$ cat src/rtl/xbus_pkg.sv
package xbus_pkg;
    typedef enum logic [1:0] {
        PS_LIVE      = 2'd0,
        PS_TO_STORED = 2'd1,
        PS_STORED    = 2'd2,
        PS_TO_LIVE   = 2'd3
    } path_state_t;
endpackage

$ cat src/rtl/xport_path.sv
module xport_path
    import xbus_pkg::*;
#(
    parameter int W = 18
) (
    input  logic         clk,
    input  logic         rst_n,
    input  logic         use_stored,
    input  logic [W-1:0] live_word,
    input  logic [W-1:0] stored_word,
    output logic [W-1:0] drive_word
);
    path_state_t state_q, state_d;
    logic [W-1:0] drv_q;

    // state register
    always_ff @(posedge clk) begin
        if (!rst_n) state_q <= PS_LIVE;
        else        state_q <= state_d;
    end

    // transitions: each transfer state lasts exactly one cycle
    always_comb begin
        state_d = state_q;
        unique case (state_q)
            PS_LIVE:      if (use_stored)  state_d = PS_TO_STORED;
            PS_TO_STORED:                  state_d = PS_STORED;
            PS_STORED:    if (!use_stored) state_d = PS_TO_LIVE;
            PS_TO_LIVE:                    state_d = PS_LIVE;
            default:                       state_d = PS_LIVE;
        endcase
    end

    // output register: whole-word load from one source, hold in transfer
    always_ff @(posedge clk) begin
        if (!rst_n) begin
            drv_q <= '0;
        end else begin
            unique case (state_q)
                PS_LIVE:   drv_q <= live_word;
                PS_STORED: drv_q <= stored_word;
                default:   drv_q <= drv_q;
            endcase
        end
    end

    assign drive_word = drv_q;
endmodule

$ cat src/rtl/xport_oe.sv
module xport_oe #(
    parameter int W = 18
) (
    input  logic         clk,
    input  logic         rst_n,
    input  logic         en,
    output logic [W-1:0] oe
);
    logic en_q;

    always_ff @(posedge clk) begin
        if (!rst_n) en_q <= 1'b0;
        else        en_q <= en;
    end

    for (genvar i = 0; i < W; i++) begin : g_pad
        assign oe[i] = en_q;
    end
endmodule

$ cat src/rtl/xbus_sel.sv
module xbus_sel #(
    parameter int W = 18
) (
    input  logic         clk,
    input  logic         rst_n,
    input  logic         a_sel,
    input  logic         b_sel,
    input  logic         a_en,
    input  logic         b_en,
    input  logic [W-1:0] fifo_ab_word,
    input  logic [W-1:0] fifo_ba_word,
    input  logic [W-1:0] a_in,
    output logic [W-1:0] a_out,
    output logic [W-1:0] a_oe,
    input  logic [W-1:0] b_in,
    output logic [W-1:0] b_out,
    output logic [W-1:0] b_oe
);
    // port A sources: live word from B, or B-to-A FIFO head
    xport_path #(.W(W)) u_path_a (
        .clk        (clk),
        .rst_n      (rst_n),
        .use_stored (a_sel),
        .live_word  (b_in),
        .stored_word(fifo_ba_word),
        .drive_word (a_out)
    );

    // port B sources: live word from A, or A-to-B FIFO head
    xport_path #(.W(W)) u_path_b (
        .clk        (clk),
        .rst_n      (rst_n),
        .use_stored (b_sel),
        .live_word  (a_in),
        .stored_word(fifo_ab_word),
        .drive_word (b_out)
    );

    xport_oe #(.W(W)) u_oe_a (
        .clk  (clk),
        .rst_n(rst_n),
        .en   (a_en),
        .oe   (a_oe)
    );

    xport_oe #(.W(W)) u_oe_b (
        .clk  (clk),
        .rst_n(rst_n),
        .en   (b_en),
        .oe   (b_oe)
    );
endmodule

$ cat config.mk
export PLATFORM = sky130hd
export DESIGN_NAME = xbus_sel
export DESIGN_NICKNAME = d
export VERILOG_FILES = /design/src/rtl/xbus_pkg.sv /design/src/rtl/xport_path.sv /design/src/rtl/xport_oe.sv /design/src/rtl/xbus_sel.sv
export SDC_FILE = /design/constraint.sdc
export NUM_CORES = 1
export LEC_CHECK = 0
export CAP_MARGIN = 10
export CORE_MARGIN = 2
export CORE_UTILIZATION = 41
export DETAILED_ROUTE_END_ITERATION = 10
export PLACE_DENSITY = 0.95
export REMOVE_ABC_BUFFERS = 1
export SLEW_MARGIN = 20
export SYNTH_ARGS = -nofsm -noshare
export SYNTH_HDL_FRONTEND = slang
export SYNTH_HIERARCHICAL = 1
export SYNTH_SLANG_ARGS = --single-unit
export TNS_END_PERCENT = 5
$ cat constraint.sdc
create_clock -name clk -period 2.7 [get_ports clk]
set_input_delay 0.405 -clock clk [delete_from_list [all_inputs] [get_ports clk]]
set_output_delay 0.405 -clock clk [all_outputs]
set_load 0.01 [all_outputs]
==> reports/results.ini <==
[synthesis]
ys_async_sr_fraction = 0
ys_seq_elements = 42
synthMuxAreaShare = 0.168
synth_top_area_frac = 0.336
netlist_area_um2 = 2500
synth_area_leaders = dfxtp_1 (34%), mux2i_1 (17%), buf_4 (11%)
synth_edf_count = 0
yosys-top-cells-count = dfxtp_1 (42), mux2i_1 (42), buf_4 (38)
synth_simple_gate_area_share = 0.0190
yosysSeqAreaShare = 0.336
synthXorXnorAreaFrac = 0
yosysTopAreaCell = dfxtp_1
yosysUniqueCellTypes = 16
yosysWarnings = 6
postSynthCellCount = 236
synth_flop_cell = dfxtp_1
synth-adder-area-share = 0.0400
syn_area_per_cell_um2 = 10.6
synth_top_family_by_area = compound AO/OA/AOI/OAI gates
synth-compound-area-share = 0.254

[pwr]
p_per_area_nw_per_um2 = 1040
peakVddDrop_mv = 0.722
p_leak_nw = 1.38

[floorplanning]
die_h_um = 82.2
std_cell_rows = 28
core_um2 = 5920
floorplan.die_area_um2 = 6750
ios = 150
start_util = 0.423
die_x_um = 82.2

[worst_setup_path]
cp.depth = 1
critPathMaxFanout = 18
crit_slowest_cell = dfxtp_1
ff2ff_path_depth = 5
worst-endpoint-required_ns = 2.30
critPathCaptureType = output port
path_class = reg -> out
slowest_delay_ns = 0.65
path_buf_inv = 1
critPathTopFamily = flip-flops
start_kind = register
crit_chain = clkdlybuf4s50_1
cp.arrival_ns = 1.58

[route]
avgRoutedWirePerCell_um = 14.8
first_pass_iters = 4
drt_iter0_markers = 43
drc = 0
dr_total_vias = 2061
routed_wl_mm = 6.18
drt-vias-per-instance = 4.92
ant_nets = 0

[placement]
dp_hpwl_mm = 4.77
io_buffer_count = 149
place_congestion = 0.697
post-place-ws_ns = 0.881

[global_route]
grt_max_degree = 47
globalRouteTotalUtil = 0.171
grt_pass1_vias = 1982
grt.overflow.total = 0
grt_antenna_before_repair = 0
grt_pass1_wl_mm = 8.94

[run]
cap_violations = 0

[clocking]
clkLatencyLatePin_ns = 0.29
post_cts_buffers = 0
path_clk_slew_ns = 0.08
clockRootBuffer = clkbuf_8
cts_tree = built
htree_levels = 2
clock_path_buffers = 2
cts_made_buffers = 5
holdBufCountCts = 0
ctsResizeCount = 0
clock_sinks = 42

[layout]
fin_nets = 429
antenna_cells = 0
area_growth_pct = 53.1
fill_cells = 498
fin_util = 0.648
drive_gt1_frac = 0.163

[sta]
finalHoldViolations = 0
slew_headroom = 0.443
timing.fmax_mhz = 504
skew_ns = 0.00679
rsz0062_at_grt = false
finalCriticalPeriod_ns = 1.99
setup_viol = 0
tns_ns = 0
tightestPinTransition_ns = 0.835
finalCritPeriodShare = 0.736
drv_slew = 0
setup_ws_ns = 0.714

[min_path]
whs_path_depth = 2
min_path_type = reg -> reg

[status]
status = finished, final reports clean

-- final timing paths --
kind / end / startpoint / slack [ns]
max: a_oe[4] / u_oe_a/en_q$_SDFF_PN0_ / 0.71
min: u_path_b/state_q[0]$_SDFFE_PN0P_ / u_path_b/state_q[0]$_SDFFE_PN0P_ / 0.46
max reg2reg: u_path_a/drive_word[8]$_SDFFE_PN0P_ / u_path_a/state_q[0]$_SDFFE_PN0P_ / 0.85
min reg2reg: u_path_b/state_q[0]$_SDFFE_PN0P_ / u_path_b/state_q[0]$_SDFFE_PN0P_ / 0.46
-- per-stage QoR --
step                      area, um2  instances  total power [mW]  hold WS (ns)
after CTS                      3830        419              4.01         0.467
after global placement         3690        411              3.32         0.444
after global routing           3830        419              4.25         0.487
after floorplan                2060        180              2.36         0.435
final                          3830        419              3.98         0.463
after detailed placement       3690        411              3.39         0.456
-- registers in the layout (all words and copies together), names as in the netlist --
register	cells
u_oe_a/en_q	1
u_oe_b/en_q	1
u_path_a/drive_word	18
u_path_a/state_q	2
u_path_b/drive_word	18
u_path_b/state_q	2
-- routing by layer --
| layer | wire length (um) | part of all wire | track usage |
|---|---|---|---|
| met4 | 28 | 0.0045 | 0.0300 |
| met5 | 0 | 0 | 0 |
| met3 | 657 | 0.11 | 0.0598 |
| met1 | 2400 | 0.39 | 0.188 |
| met2 | 3090 | 0.50 | 0.321 |
-- layout make-up --
| cell class | instances | area [um2] | share of cell area |
|---|---|---|---|
| Sequential cell | 42 | 841 | 0.219 |
| Multi-Input combinational cell | 134 | 1200 | 0.314 |
| Inverter | 4 | 15.0 | 0.00392 |
| Clock buffer | 6 | 82.6 | 0.0215 |
| Timing Repair Buffer | 156 | 1540 | 0.401 |
| Tap cell | 75 | 93.8 | 0.0245 |
| Clock inverter | 2 | 60.1 | 0.0157 |
-- power by group --
group	switching, mW	internal (mW)
clock network	0.210	0.394
logic	1.14	1.10
registers	0.204	0.934
-- logic make-up after synthesis --
logic type      after synthesis
fa+ha+maj                     8
buf+inv                      60
flops                        42
mux                          42
compound gates               74
simple gates                 10
-- layout by cell type, fill, tap and decap left out --
master | netlist | routed
ha_1 | 8 | 8
buf_4 | 38 | 7
a21oi_2 | 20 | 20
buf_2 | 8 | 1
and2_1 | 2 | 2
mux2i_1 | 42 | 42
bufinv_16 | 0 | 2
dfxtp_1 | 42 | 42
clkbuf_8 | 0 | 6
clkdlybuf4s50_1 | 0 | 148
or2_1 | 2 | 2
inv_1 | 4 | 4
nand2_1 | 6 | 6
a21oi_1 | 16 | 16
o21ai_1 | 2 | 2
o31ai_1 | 16 | 16
o31ai_2 | 20 | 20
Power figures use the tool's default switching activity.
